File: config.mk
export PLATFORM = sky130hd
export DESIGN_NAME = pinmux_ports
export DESIGN_NICKNAME = d
export VERILOG_FILES = /design/src/rtl/pinmux_pkg.sv /design/src/rtl/port_hi_mux.sv /design/src/rtl/port_bidir_mux.sv /design/src/rtl/port_timer_mux.sv /design/src/rtl/pinmux_ports.sv
export SDC_FILE = /design/constraint.sdc
export NUM_CORES = 1
export LEC_CHECK = 0
export BUFFER_PORTS_ARGS = -buffer_cell sky130_fd_sc_hd__buf_2
export CAP_MARGIN = 20
export CORE_MARGIN = 1.5
export CORE_UTILIZATION = 50
export CTS_BUF_LIST = sky130_fd_sc_hd__clkbuf_4 sky130_fd_sc_hd__clkbuf_8
export CTS_CLUSTER_SIZE = 16
export DETAILED_ROUTE_END_ITERATION = 8
export PLACE_DENSITY_LB_ADDON = 0.3
export SLEW_MARGIN = 20
export SYNTH_ARGS = -nofsm -noshare
export SYNTH_HDL_FRONTEND = slang
export SYNTH_HIERARCHICAL = 1
export SYNTH_SLANG_ARGS = --single-unit
File: constraint.sdc
create_clock -name clk -period 3.8 [get_ports clk]
set_clock_uncertainty 0.15 [all_clocks]
set_input_delay 0 -clock clk [delete_from_list [all_inputs] [get_ports clk]]
set_output_delay 0 -clock clk [all_outputs]
set_load 0.05 [all_outputs]
File: src/rtl/pinmux_pkg.sv
package pinmux_pkg;
   typedef enum logic [2:0] {
      RA_TDATA = 3'd0,
      RA_TCTRL = 3'd1,
      RA_HDATA = 3'd2,
      RA_CDATA = 3'd3,
      RA_CDIR  = 3'd4
   } reg_addr_e;

   localparam int TP_W       = 8;
   localparam int TC_DIR_HI  = 7;
   localparam int TC_DIR_SH  = 3;
   localparam int TC_SH_OC   = 2;
   localparam int SHARED_PIN = 3;
   localparam int PROG_PIN   = 7;

   typedef struct packed {
      logic dir_hi;
      logic dir_sh;
      logic sh_oc;
   } tctrl_t;
endpackage

File: src/rtl/port_hi_mux.sv
module port_hi_mux #(
   parameter int DW = 8
) (
   input  logic          mode_exp,
   input  logic [DW-1:0] data_q,
   input  logic [DW-1:0] addr_hi,
   output logic [DW-1:0] pin_out
);
   always_comb begin
      pin_out = mode_exp ? addr_hi : data_q;
   end
endmodule

File: src/rtl/port_bidir_mux.sv
module port_bidir_mux #(
   parameter int DW = 8
) (
   input  logic          mode_exp,
   input  logic [DW-1:0] data_q,
   input  logic [DW-1:0] dir_q,
   input  logic [DW-1:0] addr_lo,
   input  logic [DW-1:0] wdata,
   input  logic          rnw,
   input  logic          as_hi,
   input  logic          eclk,
   input  logic          irv_en,
   input  logic          int_rd,
   input  logic [DW-1:0] int_rdata,
   input  logic [DW-1:0] pin_in,
   output logic [DW-1:0] pin_out,
   output logic [DW-1:0] pin_oe,
   output logic [DW-1:0] rd_val,
   output logic [DW-1:0] ext_rdata
);
   typedef enum logic [1:0] {PH_IDLE, PH_ADDR, PH_WDATA, PH_VIS} phase_e;
   phase_e ph;

   always_comb begin
      if (as_hi)                          ph = PH_ADDR;
      else if (eclk && !rnw)              ph = PH_WDATA;
      else if (eclk && irv_en && int_rd)  ph = PH_VIS;
      else                                ph = PH_IDLE;
   end

   always_comb begin
      if (!mode_exp) begin
         pin_out = data_q;
         pin_oe  = dir_q;
      end else begin
         unique case (ph)
            PH_ADDR:  begin pin_out = addr_lo;   pin_oe = '1; end
            PH_WDATA: begin pin_out = wdata;     pin_oe = '1; end
            PH_VIS:   begin pin_out = int_rdata; pin_oe = '1; end
            default:  begin pin_out = '0;        pin_oe = '0; end
         endcase
      end
   end

   assign rd_val    = (data_q & dir_q) | (pin_in & ~dir_q);
   assign ext_rdata = pin_in;
endmodule

File: src/rtl/port_timer_mux.sv
module port_timer_mux
   import pinmux_pkg::*;
#(
   parameter logic [TP_W-1:0] FIX_OUT = 8'h70,
   parameter logic [TP_W-1:0] FIX_IN  = 8'h07
) (
   input  logic [TP_W-1:0] data_q,
   input  tctrl_t          ctl,
   input  logic [TP_W-1:0] pin_in,
   input  logic [TP_W-1:0] oc_en,
   input  logic [TP_W-1:0] oc_lvl,
   output logic [TP_W-1:0] pin_out,
   output logic [TP_W-1:0] pin_oe,
   output logic [TP_W-1:0] rd_val,
   output logic [TP_W-1:0] ic
);
   localparam logic [TP_W-1:0] PROG_MASK =
      (TP_W'(1) << PROG_PIN) | (TP_W'(1) << SHARED_PIN);

   if ((FIX_OUT & FIX_IN) != '0 || ((FIX_OUT | FIX_IN) & PROG_MASK) != '0)
      $error("port_timer_mux: fixed masks overlap each other or the programmable lines");

   for (genvar i = 0; i < TP_W; i++) begin : g_line
      if (i == PROG_PIN) begin : g_prog
         assign pin_oe[i]  = ctl.dir_hi;
         assign pin_out[i] = oc_en[i] ? oc_lvl[i] : data_q[i];
         assign ic[i]      = 1'b0;
      end else if (i == SHARED_PIN) begin : g_shared
         assign pin_oe[i]  = ctl.dir_sh;
         assign pin_out[i] = (ctl.sh_oc && oc_en[i]) ? oc_lvl[i] : data_q[i];
         assign ic[i]      = !ctl.sh_oc && pin_in[i];
      end else if (FIX_OUT[i]) begin : g_out
         assign pin_oe[i]  = 1'b1;
         assign pin_out[i] = oc_en[i] ? oc_lvl[i] : data_q[i];
         assign ic[i]      = 1'b0;
      end else if (FIX_IN[i]) begin : g_in
         assign pin_oe[i]  = 1'b0;
         assign pin_out[i] = 1'b0;
         assign ic[i]      = pin_in[i];
      end else begin : g_none
         assign pin_oe[i]  = 1'b0;
         assign pin_out[i] = 1'b0;
         assign ic[i]      = 1'b0;
      end
   end

   assign rd_val = (data_q & pin_oe) | (pin_in & ~pin_oe);

   logic unused_ovr;
   assign unused_ovr = ^(oc_en & ~(FIX_OUT | PROG_MASK)) ^ ^(oc_lvl & ~(FIX_OUT | PROG_MASK));
endmodule

File: src/rtl/pinmux_ports.sv
module pinmux_ports
   import pinmux_pkg::*;
#(
   parameter int DW = 8,
   parameter logic [TP_W-1:0] TP_FIX_OUT = 8'h70,
   parameter logic [TP_W-1:0] TP_FIX_IN  = 8'h07,
   localparam int AW = 2 * DW
) (
   input  logic          clk,
   input  logic          rst_n,
   input  logic          mode_exp,
   input  logic          reg_wr,
   input  logic [2:0]    reg_addr,
   input  logic [DW-1:0] reg_wdata,
   output logic [DW-1:0] reg_rdata,
   input  logic [AW-1:0] bus_addr,
   input  logic [DW-1:0] bus_wdata,
   input  logic          bus_rnw,
   input  logic          bus_as,
   input  logic          bus_eclk,
   input  logic          irv_en,
   input  logic          int_rd,
   input  logic [DW-1:0] int_rdata,
   output logic [DW-1:0] bus_rdata,
   output logic [DW-1:0] hp_out,
   input  logic [DW-1:0] cp_in,
   output logic [DW-1:0] cp_out,
   output logic [DW-1:0] cp_oe,
   input  logic [7:0]    tp_in,
   output logic [7:0]    tp_out,
   output logic [7:0]    tp_oe,
   input  logic [7:0]    tmr_oc_en,
   input  logic [7:0]    tmr_oc_lvl,
   output logic [7:0]    tmr_ic
);
   if (DW < TP_W) $error("pinmux_ports: DW must be at least the timer port width");

   logic [TP_W-1:0] td_q;
   tctrl_t          tc_q;
   logic [DW-1:0]   hd_q, cd_q, cdir_q;
   logic [DW-1:0]   c_rd;
   logic [TP_W-1:0] t_rd;

   always_ff @(posedge clk or negedge rst_n) begin
      if (!rst_n) begin
         td_q   <= '0;
         tc_q   <= '0;
         hd_q   <= '0;
         cd_q   <= '0;
         cdir_q <= '0;
      end else if (reg_wr) begin
         unique case (reg_addr)
            RA_TDATA: td_q   <= reg_wdata[TP_W-1:0];
            RA_TCTRL: tc_q   <= '{dir_hi: reg_wdata[TC_DIR_HI],
                                  dir_sh: reg_wdata[TC_DIR_SH],
                                  sh_oc:  reg_wdata[TC_SH_OC]};
            RA_HDATA: hd_q   <= reg_wdata;
            RA_CDATA: cd_q   <= reg_wdata;
            RA_CDIR:  cdir_q <= reg_wdata;
            default: ;
         endcase
      end
   end

   always_comb begin
      reg_rdata = '0;
      unique case (reg_addr)
         RA_TDATA: reg_rdata = DW'(t_rd);
         RA_TCTRL: begin
            reg_rdata[TC_DIR_HI] = tc_q.dir_hi;
            reg_rdata[TC_DIR_SH] = tc_q.dir_sh;
            reg_rdata[TC_SH_OC]  = tc_q.sh_oc;
         end
         RA_HDATA: reg_rdata = hd_q;
         RA_CDATA: reg_rdata = c_rd;
         RA_CDIR:  reg_rdata = cdir_q;
         default:  reg_rdata = '0;
      endcase
   end

   port_hi_mux #(.DW(DW)) u_hi (
      .mode_exp (mode_exp),
      .data_q   (hd_q),
      .addr_hi  (bus_addr[AW-1:DW]),
      .pin_out  (hp_out)
   );

   port_bidir_mux #(.DW(DW)) u_bidir (
      .mode_exp  (mode_exp),
      .data_q    (cd_q),
      .dir_q     (cdir_q),
      .addr_lo   (bus_addr[DW-1:0]),
      .wdata     (bus_wdata),
      .rnw       (bus_rnw),
      .as_hi     (bus_as),
      .eclk      (bus_eclk),
      .irv_en    (irv_en),
      .int_rd    (int_rd),
      .int_rdata (int_rdata),
      .pin_in    (cp_in),
      .pin_out   (cp_out),
      .pin_oe    (cp_oe),
      .rd_val    (c_rd),
      .ext_rdata (bus_rdata)
   );

   port_timer_mux #(.FIX_OUT(TP_FIX_OUT), .FIX_IN(TP_FIX_IN)) u_timer (
      .data_q  (td_q),
      .ctl     (tc_q),
      .pin_in  (tp_in),
      .oc_en   (tmr_oc_en),
      .oc_lvl  (tmr_oc_lvl),
      .pin_out (tp_out),
      .pin_oe  (tp_oe),
      .rd_val  (t_rd),
      .ic      (tmr_ic)
   );
endmodule

==> impl_summary.txt, run 1 <==
----------------------------------------------------
[Pwr]
  Peak ir drop on the vdd network ... 307 uV
  Power per cell area ... 456 nW/um^2
  Total power consumption of the routed design ... about 1.5 mW
  Static Leak ... 1.57 nW

[Place]
  Routability Congestion ... 0.779
  Port bufs ... ~130
  Half-perimeter wire length after detailed placement ... 4.76 mm

[Cells and area]
  P&R area growth vs syn ... 22.5%
  Area of the multi-input gates ... roughly 1400 sq um
  Number of filler instances in the final layout ... roughly 440
  End-of-flow core utilization ... 62.9%
  Most frequent standard cell in the layout excluding fill and tap cells ... sky130_fd_sc_hd__buf_2
  FF/Latch Area ... 801 sq um
  Layout cells sized above 1 ... 59.9%
  Final net count ... 425
  # diodes ... 0
  Most frequent cells in the layout ... sky130_fd_sc_hd__buf_2 (125), sky130_fd_sc_hd__mux2_2 (46), sky130_fd_sc_hd__dfrtp_1 (32)

[Critical path]
  Series of cell instances along the critical path ... mux2_2 > mux4_2 > inv_1 > o21ai_0 > buf_2
  Slowest stage cell, crit path ... sky130_fd_sc_hd__mux4_2
  Worst stage delay on the critical path ... 0.47 ns
  Slack of the worst reg-to-reg path ... 2.81 ns
  Required time at the endpoint of the critical path ... around 3.7 ns
  Family of cells with the greatest summed delay on the critical path ... multiplexers
  Crit end category ... primary output
  Setup CP Type ... flop to primary output
  Maximum fanout encountered on the critical timing path ... 4
  Arrival time reported for the critical path endpoint ... 1.88 ns
  Startpoint class of the critical path ... flop
  Buffers plus inverters on the worst setup path ... 2

[Global route]
  Largest net degree at the start of global routing ... 33
  Via count of the first global-routing pass ... 2055
  Antenna violations before repair ... 0
  Global-route wire length before repair ... 9.76 mm
  Total overflow reported by the global router ... 0
  Global router's overall resource usage ... 23.2%

[Timing]
  TNS Setup ... 0 ns
  Fraction of the cycle the final worst path needs ... 53.5%
  Worst slew margin relative to its limit ... 50.9%
  Final number of setup-violating endpoints ... 0
  Minimum clock period after layout ... between 2 and 2.5 ns
  RSZ-0062 raised after global routing ... no
  Highest achievable clock rate ... 0.492 GHz
  Total count of hold-check failures in the final report ... 0
  Slew at the pin with the worst max-slew slack ... 0.736 ns
  Final count of pins violating max slew ... 0

[Logic synthesis]
  Synthesized cell area ... 2610 sq um
  Number of cells produced by synthesis ... 235
  Synth warnings ... 6
  Syn Area/Cell ... 11.1 sq um

[Clock network]
  Root cell of the clock tree ... sky130_fd_sc_hd__clkbuf_8
  Count of clock tree sinks ... 32
  H-tree levels ... 2
  Clock tree from TritonCTS ... yes
  Clock transition at path regs ... 0.06 ns
  Maximum count of clock buffers along a single path ... 2
  TritonCTS buffer count ... 5
  Post-CTS setup buffer count ... 0
  Source-to-sink clock delay at the later pin of the worst-skew pair ... between 0.2 and 0.3 ns

[Route]
  Post-route DRC ... 0
  Vias after detailed routing ... around 2200
  Routed length per instance ... 15.9 um
  Final Routed Wirelength ... roughly 6.5 mm
  Detail-routed via count per cell ... around 5.4
  Number of iterations in the first detailed-routing pass ... 4
  Initial DRC Count ... 85
  Antenna violation net count after detailed routing ... 0

[Floorplanning]
  Core footprint ... 5070 sq um
  Effective utilization at floorplan ... 51.4%
  Count of standard-cell rows ... 26
  DIE AREA ... approximately 5700 sq um
  Die W ... 75.2 um
  Total I/O pin count ... about 150
  Die Y-Extent ... 75.2 um

[Hold path]
  Classification of the worst-slack hold path ... input pin to flop

[Run status]
  Result of the run ... finished, final reports clean

[Run]
  Max Cap Viol ... 0

----------------------------------------------------
-- through the flow --
step | setup WS (ns) | cells | instance area, sq um | hold slack (ns)
5_1_grt | 1.68 | 412 | 3190 | 0.123
4_1_cts | 1.76 | 412 | 3190 | 0.109
6_report | 1.77 | 412 | 3190 | 0.110
3_3_place_gp | 2.10 | 395 | 3010 | -0.0539
3_5_place_dp | 2.07 | 395 | 3010 | -0.0445
2_1_floorplan | 1.73 | 246 | 2650 | -0.446
-- routing by layer --
metal	track usage [%]	part of all wire [%]	vias up
li1	-	-	1048
met1	28.7	43	1061
met2	42.4	49	102
met3	3.08	7.5	5
met4	6.75	1.0	0
met5	0	0	-
-- tightest hold or removal path: cells and delay by family --
| kind | cells | cell delay [ns] |
|---|---|---|
| muxes | 1 | 0.21 |
| and+or+nand+nor | 2 | 0.16 |
| buffers and inverters | 1 | 0.13 |
-- power breakdown --
part | switching, mW | leakage [nW] | internal [mW] | total (mW)
combinational | 0.431 | 1.13 | 0.247 | 0.678
clock | 0.123 | 0.0523 | 0.162 | 0.285
sequential | 0.0765 | 0.384 | 0.416 | 0.493
-- cell type report --
type                            instances  area share (%)
Clock buffer                            8            3.06
Inverter                               10            1.33
Multi-Input combinational cell        158            45.4
Sequential cell                        32            25.1
Tap cell                               70            2.74
Timing Repair Buffer                  134            22.4
-- final timing paths --
kind,endpoint,from,cells after the start
worst min-delay path,td_q[6],reg_wr,4
worst min register to register,td_q[7],td_q[7],1
max in group asynchronous,cd_q[3],rst_n,2
min in group asynchronous,hd_q[7],rst_n,2
worst max register to register,cd_q[5],cd_q[5],1
worst max-delay path,reg_rdata[2],cdir_q[2],5
-- state kept, by name, indices dropped and copies added (netlist names) --
signal  cells
cd_q        8
cdir_q      8
hd_q        8
tc_q        3
td_q        5
-- repair_timing --
action / 4_1_cts / 5_1_grt
gates resized for setup: 0 / 0
endpoints found under the setup margin: 0 / 0
hold endpoints to repair: 64 / 0
hold buffers: 9 / 0
No activity file was read; power rests on OpenSTA's default activity.
==> inputs of run 2 (changes only) <==
- CORE_UTILIZATION: 50 -> 42
- clock period: 3.8 -> 1.7 ns (I/O delays scaled with it)
==> run 2 against run 1 <==
Effect of this change:
- the run now ends with setup timing left
- wire length grew 4.3%
- total power is 130% higher
- via count grew 4.0%
- highest routed layer unchanged
- combinational power is 140% higher
- worst hold slack got worse by 0.014 ns
- largest cell class unchanged
- first-iteration DRC count is 53% higher
- flip-flop and latch count stayed put
- cell count increased by 6.3%
- design area is 6.2% higher
==> impl_summary.txt, run 2 (synthesis results as in run 1) <==
----------------------------------------------------
[Timing]
  Highest achievable clock rate ... 0.526 GHz
  Final WS setup ... -0.200 ns (was 1.77 ns)
  Total count of hold-check failures in the final report ... 0 (unchanged)
  Fraction of the cycle the final worst path needs ... 112%
  Final number of setup-violating endpoints ... 1 (was 0)
  RSZ-0062 raised after global routing ... yes (was no)
  Final count of pins violating max slew ... 0 (unchanged)
  TNS Setup ... -0.200 ns (was 0 ns)
  Worst slew margin relative to its limit ... 49.3% (was 50.9%)
  Minimum clock period after layout ... 1.90 ns
  Slew at the pin with the worst max-slew slack ... 0.761 ns (was 0.736 ns)

[Global route]
  Global-route wire length before repair ... 10.2 mm (was 9.76 mm)
  Total overflow reported by the global router ... 0 (unchanged)
  Antenna violations before repair ... 0 (unchanged)
  Via count of the first global-routing pass ... 2100 (was 2055)
  Largest net degree at the start of global routing ... 33 (unchanged)
  Global router's overall resource usage ... 20.5% (was 23.2%)

[Critical path]
  Arrival time reported for the critical path endpoint ... 1.75 ns (was 1.88 ns)
  Required time at the endpoint of the critical path ... 1.55 ns (was 3.65 ns)
  Crit path launch ... cdir_q[2] (unchanged)
  Startpoint class of the critical path ... flop (unchanged)
  Slack of the worst reg-to-reg path ... 0.53 ns (was 2.81 ns)
  Maximum fanout encountered on the critical timing path ... 2 (was 4)
  Critical R2R Capture ... tc_q[2] (was cd_q[5])
  Setup CP Type ... flop to primary output (unchanged)
  Depth of the worst register-to-register path ... 3 (was 1)
  Critical path endpoint ... reg_rdata[2] (unchanged)
  Worst reg2reg startpoint ... tc_q[2] (was cd_q[5])
  Crit end category ... primary output (unchanged)

[Pwr]
  Peak ir drop on the vdd network ... 590 uV (was 307 uV)
  Total power consumption of the routed design ... 3.36 mW (was 1.46 mW)
  Power per cell area ... 991 nW/um^2 (was 456 nW/um^2)
  Static Leak ... 1.69 nW (was 1.57 nW)

[Place]
  Half-perimeter wire length after detailed placement ... 5.06 mm (was 4.76 mm)
  DP Worst Slack ... 0.0938 ns (was 2.07 ns)
  Total placed cells including tap cells ... 414 (was 395)
  Instance area at placement ... 3120 sq um (was 3010 sq um)
  Routability Congestion ... 0.793 (was 0.779)
  Port bufs ... 125 (unchanged)

[Route]
  Post-route DRC ... 0 (unchanged)
  Antenna violation net count after detailed routing ... 0 (unchanged)
  Number of iterations in the first detailed-routing pass ... 7 (was 4)
  Detail-routed via count per cell ... 5.26 (was 5.38)
  Routed length per instance ... 15.6 um (was 15.9 um)
  Initial DRC Count ... 130 (was 85)
  Vias after detailed routing ... 2305 (was 2216)
  Final Routed Wirelength ... 6.83 mm (was 6.55 mm)

[Clock network]
  Source-to-sink clock delay at the later pin of the worst-skew pair ... 0.28 ns (about the same)
  Count of clock tree sinks ... 32 (unchanged)
  Clock transition at path regs ... 0.07 ns (was 0.06 ns)
  Clock tree from TritonCTS ... yes (unchanged)
  H-tree levels ... 2 (unchanged)
  Maximum count of clock buffers along a single path ... 2 (unchanged)
  TritonCTS buffer count ... 5 (unchanged)
  Root cell of the clock tree ... sky130_fd_sc_hd__clkbuf_8 (unchanged)

[Run status]
  Failing checks ... setup timing
  Result of the run ... complete, but fails checks (was finished, final reports clean)

[Floorplanning]
  Effective utilization at floorplan ... 43.8% (was 51.4%)
  Count of standard-cell rows ... 28 (was 26)
  DIE AREA ... 6690 sq um (was 5660 sq um)
  Die Y-Extent ... 81.8 um (was 75.2 um)
  Total I/O pin count ... 148 (unchanged)
  Core footprint ... 5960 sq um (was 5070 sq um)
  Die W ... 81.8 um (was 75.2 um)

[Hold path]
  Classification of the worst-slack hold path ... input pin to flop (unchanged)
  Start point of the worst hold path ... reg_wr (unchanged)

[Cells and area]
  Largest registers ... cd_q: 8 flops, cdir_q: 8 flops, hd_q: 8 flops (unchanged)
  # diodes ... 0 (unchanged)
  P&R area growth vs syn ... 30.1% (was 22.5%)
  Final non-filler cell total ... 438 (was 412)
  Final net count ... 446 (was 425)
  Most frequent standard cell in the layout excluding fill and tap cells ... sky130_fd_sc_hd__buf_2 (unchanged)
  Final instance area ... 3390 sq um (was 3190 sq um)
  Most frequent cells in the layout ... sky130_fd_sc_hd__buf_2 (122), sky130_fd_sc_hd__mux2_2 (44), sky130_fd_sc_hd__dfrtp_1 (32) (was sky130_fd_sc_hd__buf_2 (125), sky130_fd_sc_hd__mux2_2 (46), sky130_fd_sc_hd__dfrtp_1 (32))
  Layout cells sized above 1 ... 63.4% (was 59.9%)

[Run]
  Max Cap Viol ... 0 (unchanged)

----------------------------------------------------
run 2: cell types whose count changed in the layout (fill, tap and decap cells not counted), moves of 2 or more:
| cell | change |
|---|---|
| sky130_fd_sc_hd__o21ai_0 | -7 |
| sky130_fd_sc_hd__mux2_4 | +2 |
| sky130_fd_sc_hd__mux2_2 | -2 |
| sky130_fd_sc_hd__buf_4 | +21 |
| sky130_fd_sc_hd__clkinv_2 | +2 |
| sky130_fd_sc_hd__o21ai_1 | +5 |
| sky130_fd_sc_hd__clkbuf_4 | -2 |
| sky130_fd_sc_hd__buf_2 | -3 |
| sky130_fd_sc_hd__buf_6 | +3 |
| sky130_fd_sc_hd__o21ai_2 | +2 |
run 2: per-layer routing:
layer | vias up | wire length, um | track usage [%]
met5 | - | 0 | 0
met4 | 0 | 71 | 5.08
met3 | 6 | 576 | 3.89
met2 | 115 | 3230 | 34.8
met1 | 1102 | 2950 | 26.9
li1 | 1082 | - | -
run 2: power breakdown:
part / switching, mW / internal, mW
Combinational: 1.01 / 0.652
Sequential: 0.156 / 0.931
Clock: 0.288 / 0.323
run 2: area by class of cell:
class                      count  area, sq um
tap                           75         93.8
clock buffer                   6         82.6
multi-input combinational    158         1470
timing repair buffer         155          892
fill                         556         2560
sequential                    32          801
inverter                      10         42.5
clock inverter                 2         10.0
run 2: per-stage QoR:
stage	utilization [%]	hold slack, ns
2_1_floorplan	-	-0.446
3_3_place_gp	52.4	-0.0505
3_5_place_dp	52.4	-0.0327
4_1_cts	56.2	0.0900
5_1_grt	57.0	0.109
6_report	57.0	0.0954
run 2: repair_timing:
| item | CTS | global route |
|---|---|---|
| gates resized for setup | 9 | 2 |
| hold buffers | 9 | 0 |
| setup endpoints to repair | 3 | 5 |
| cloned | 0 | 0 |
| endpoints found under the hold margin | 64 | 0 |
| buffers inserted | 2 | 5 |
| pin swaps | 0 | 1 |
run 2: how the worst min path moves through the flow:
stage | endpoint | slack, ns | cells after the start
3_3_place_gp | hd_q[5] | -0.05 | 1
2_1_floorplan | cd_q[0] | -0.45 | 0
6_report | cdir_q[3] | 0.1 | 4
4_1_cts | cdir_q[3] | 0.09 | 4
5_1_grt | cdir_q[3] | 0.11 | 4
3_5_place_dp | hd_q[6] | -0.03 | 1
run 2: worst max-delay path: stages, from the launching register on:
cell and delay [ns]:
sky130_fd_sc_hd__dfrtp_1 0.40, sky130_fd_sc_hd__mux2_4 0.30, sky130_fd_sc_hd__mux4_2 0.48, sky130_fd_sc_hd__inv_2 0.07, sky130_fd_sc_hd__o21ai_2 0.06, sky130_fd_sc_hd__buf_6 0.16
==> inputs of run 3 (changes only) <==
- MAX_ROUTING_LAYER: not set -> met4
==> run 3 against run 2 <==
Effect of this change:
- the flow still finishes with violations (setup timing)
- utilization is the same
- combinational power is essentially flat
- sequential power is essentially flat
- worst hold slack is essentially flat
- wire length grew 0.50%
- maximum frequency is essentially flat
- largest cell class unchanged
- largest power group unchanged
- highest routed layer unchanged
==> impl_summary.txt, run 3 (synthesis results as in run 1) <==
----------------------------------------------------
[Route]
  Antenna violation net count after detailed routing ... 0 (unchanged)
  Routed length per instance ... 15.7 um (was 15.6 um)
  Number of iterations in the first detailed-routing pass ... 7 (unchanged)
  Detail-routed via count per cell ... 5.32 (was 5.26)
  Final Routed Wirelength ... 6.86 mm (was 6.83 mm)
  Post-route DRC ... 0 (unchanged)
  Vias after detailed routing ... 2331 (was 2305)
  Initial DRC Count ... 141 (was 130)

[Cells and area]
  Number of filler instances in the final layout ... 556 (unchanged)
  Most frequent cells in the layout ... sky130_fd_sc_hd__buf_2 (122), sky130_fd_sc_hd__mux2_2 (44), sky130_fd_sc_hd__dfrtp_1 (32) (unchanged)
  P&R area growth vs syn ... 30.1% (unchanged)
  Final instance area ... 3390 sq um (unchanged)
  # diodes ... 0 (unchanged)
  Area of the multi-input gates ... 1470 sq um (unchanged)
  Most frequent standard cell in the layout excluding fill and tap cells ... sky130_fd_sc_hd__buf_2 (unchanged)
  FF/Latch Area ... 801 sq um (unchanged)
  Largest registers ... cd_q: 8 flops, cdir_q: 8 flops, hd_q: 8 flops (unchanged)
  End-of-flow core utilization ... 57.0% (unchanged)
  Layout cells sized above 1 ... 63.4% (unchanged)
  Final non-filler cell total ... 438 (unchanged)
  Final net count ... 446 (unchanged)

[Pwr]
  Sw frac ... 43.4% (was 43.3%)
  Switching power ... 1.46 mW (about the same)
  Power per cell area ... 992 nW/um^2 (was 991 nW/um^2)
  Sequential share of power ... 32.3% (about the same)
  Peak ir drop on the vdd network ... 588 uV (was 590 uV)
  Static Leak ... 1.69 nW (unchanged)
  Proportion of power drawn by the clock network ... 18.3% (was 18.2%)
  Portion of total power attributed to combinational logic ... 49.4% (was 49.5%)
  Total power consumption of the routed design ... 3.36 mW (about the same)
  Internal power ... 1.91 mW (about the same)

[Timing]
  Final count of pins violating max slew ... 0 (unchanged)
  Final number of setup-violating endpoints ... 1 (unchanged)
  Slew at the pin with the worst max-slew slack ... 0.751 ns (was 0.761 ns)
  TNS Setup ... -0.201 ns (was -0.200 ns)
  Highest achievable clock rate ... 0.526 GHz (about the same)
  Worst Hold Slack ... 0.0956 ns (was 0.0954 ns)
  RSZ-0062 raised after global routing ... yes (unchanged)
  Total count of hold-check failures in the final report ... 0 (unchanged)
  Final WS setup ... -0.201 ns (was -0.200 ns)
  Minimum clock period after layout ... 1.90 ns (about the same)
  Worst slew margin relative to its limit ... 49.9% (was 49.3%)
  Fraction of the cycle the final worst path needs ... 112% (about the same)

[Critical path]
  Required time at the endpoint of the critical path ... 1.55 ns (about the same)
  Crit end category ... primary output (unchanged)
  Arrival time reported for the critical path endpoint ... 1.75 ns (about the same)
  Startpoint class of the critical path ... flop (unchanged)
  Setup CP Type ... flop to primary output (unchanged)
  Maximum fanout encountered on the critical timing path ... 2 (unchanged)

[Floorplanning]
  Die W ... 81.8 um (unchanged)
  Core footprint ... 5960 sq um (unchanged)
  Effective utilization at floorplan ... 43.8% (unchanged)
  Total I/O pin count ... 148 (unchanged)
  Count of standard-cell rows ... 28 (unchanged)
  DIE AREA ... 6690 sq um (unchanged)
  Die Y-Extent ... 81.8 um (unchanged)

[Clock network]
  Count of clock tree sinks ... 32 (unchanged)
  Clock tree from TritonCTS ... yes (unchanged)
  Root cell of the clock tree ... sky130_fd_sc_hd__clkbuf_8 (unchanged)
  Source-to-sink clock delay at the later pin of the worst-skew pair ... 0.28 ns (about the same)
  TritonCTS buffer count ... 5 (unchanged)
  Clock transition at path regs ... 0.07 ns (about the same)
  H-tree levels ... 2 (unchanged)
  Maximum count of clock buffers along a single path ... 2 (unchanged)

[Hold path]
  Classification of the worst-slack hold path ... input pin to flop (unchanged)

[Run status]
  Result of the run ... complete, but fails checks (unchanged)
  Failing checks ... setup timing (unchanged)

[Place]
  Instance area at placement ... 3120 sq um (unchanged)
  Half-perimeter wire length after detailed placement ... 5.06 mm (unchanged)
  Port bufs ... 125 (unchanged)
  Total placed cells including tap cells ... 414 (unchanged)
  Routability Congestion ... 0.804 (was 0.793)
  DP Worst Slack ... 0.0938 ns (unchanged)

[Global route]
  Antenna violations before repair ... 0 (unchanged)
  Via count of the first global-routing pass ... 2100 (unchanged)
  Total overflow reported by the global router ... 0 (unchanged)
  Largest net degree at the start of global routing ... 33 (unchanged)
  Global-route wire length before repair ... 10.2 mm (unchanged)
  Global router's overall resource usage ... 21.2% (was 20.5%)

[Run]
  Max Cap Viol ... 0 (unchanged)

----------------------------------------------------
[run 3: cell counts in the layout (fill, tap and decap cells not counted)]
Identical to the previous run, type by type.
[run 3: path summary, 6_finish.rpt]
check | slack, ns | cells after the start | end | startpoint
setup / recovery | -0.20 | 5 | reg_rdata[2] | cdir_q[2]
setup reg to reg | 0.53 | 3 | tc_q[2] | tc_q[2]
max in group asynchronous | 0.75 | 2 | hd_q[2] | rst_n
min in group asynchronous | 0.17 | 2 | hd_q[5] | rst_n
hold / removal | 0.1 | 4 | cdir_q[3] | reg_wr
hold reg to reg | 0.39 | 1 | hd_q[5] | hd_q[5]
[run 3: power by group through the flow]
stage / clock [mW] / combinational, mW / sequential [mW]
2_1_floorplan: 0 / 1.32 / 1.05
3_5_place_dp: 0 / 1.55 / 1.11
5_1_grt: 0.663 / 1.76 / 1.11
6_report: 0.615 / 1.66 / 1.09
3_3_place_gp: 0 / 1.54 / 1.10
4_1_cts: 0.631 / 1.62 / 1.09
[run 3: worst max-delay path: stages (launching register included)]
cell	delay (ns)
sky130_fd_sc_hd__dfrtp_1	0.40
sky130_fd_sc_hd__mux2_4	0.31
sky130_fd_sc_hd__mux4_2	0.48
sky130_fd_sc_hd__inv_2	0.07
sky130_fd_sc_hd__o21ai_2	0.06
sky130_fd_sc_hd__buf_6	0.16
[run 3: timing repair]
action / 4_1_cts / 5_1_grt
pin swaps: 0 / 1
buffers inserted: 2 / 5
hold buffers: 9 / 0
endpoints found under the setup margin: 3 / 5
gates resized for setup: 9 / 2
hold endpoints to repair: 64 / 0
[run 3: layer usage]
layer | vias to the layer above | track usage, % | wire length, um
li1 | 1083 | - | -
met1 | 1112 | 27.2 | 2980
met2 | 130 | 34.8 | 3210
met3 | 6 | 3.56 | 602
met4 | 0 | 5.08 | 70
met5 | - | - | 0
[run 3: area by class of cell]
type	instances	share of cell area, %
repair buffers	155	26.3
clock inverters	2	0.295
multi-input cells	158	43.3
inverters	10	1.25
well taps	75	2.77
flip-flops and latches	32	23.6
clock buffers	6	2.43
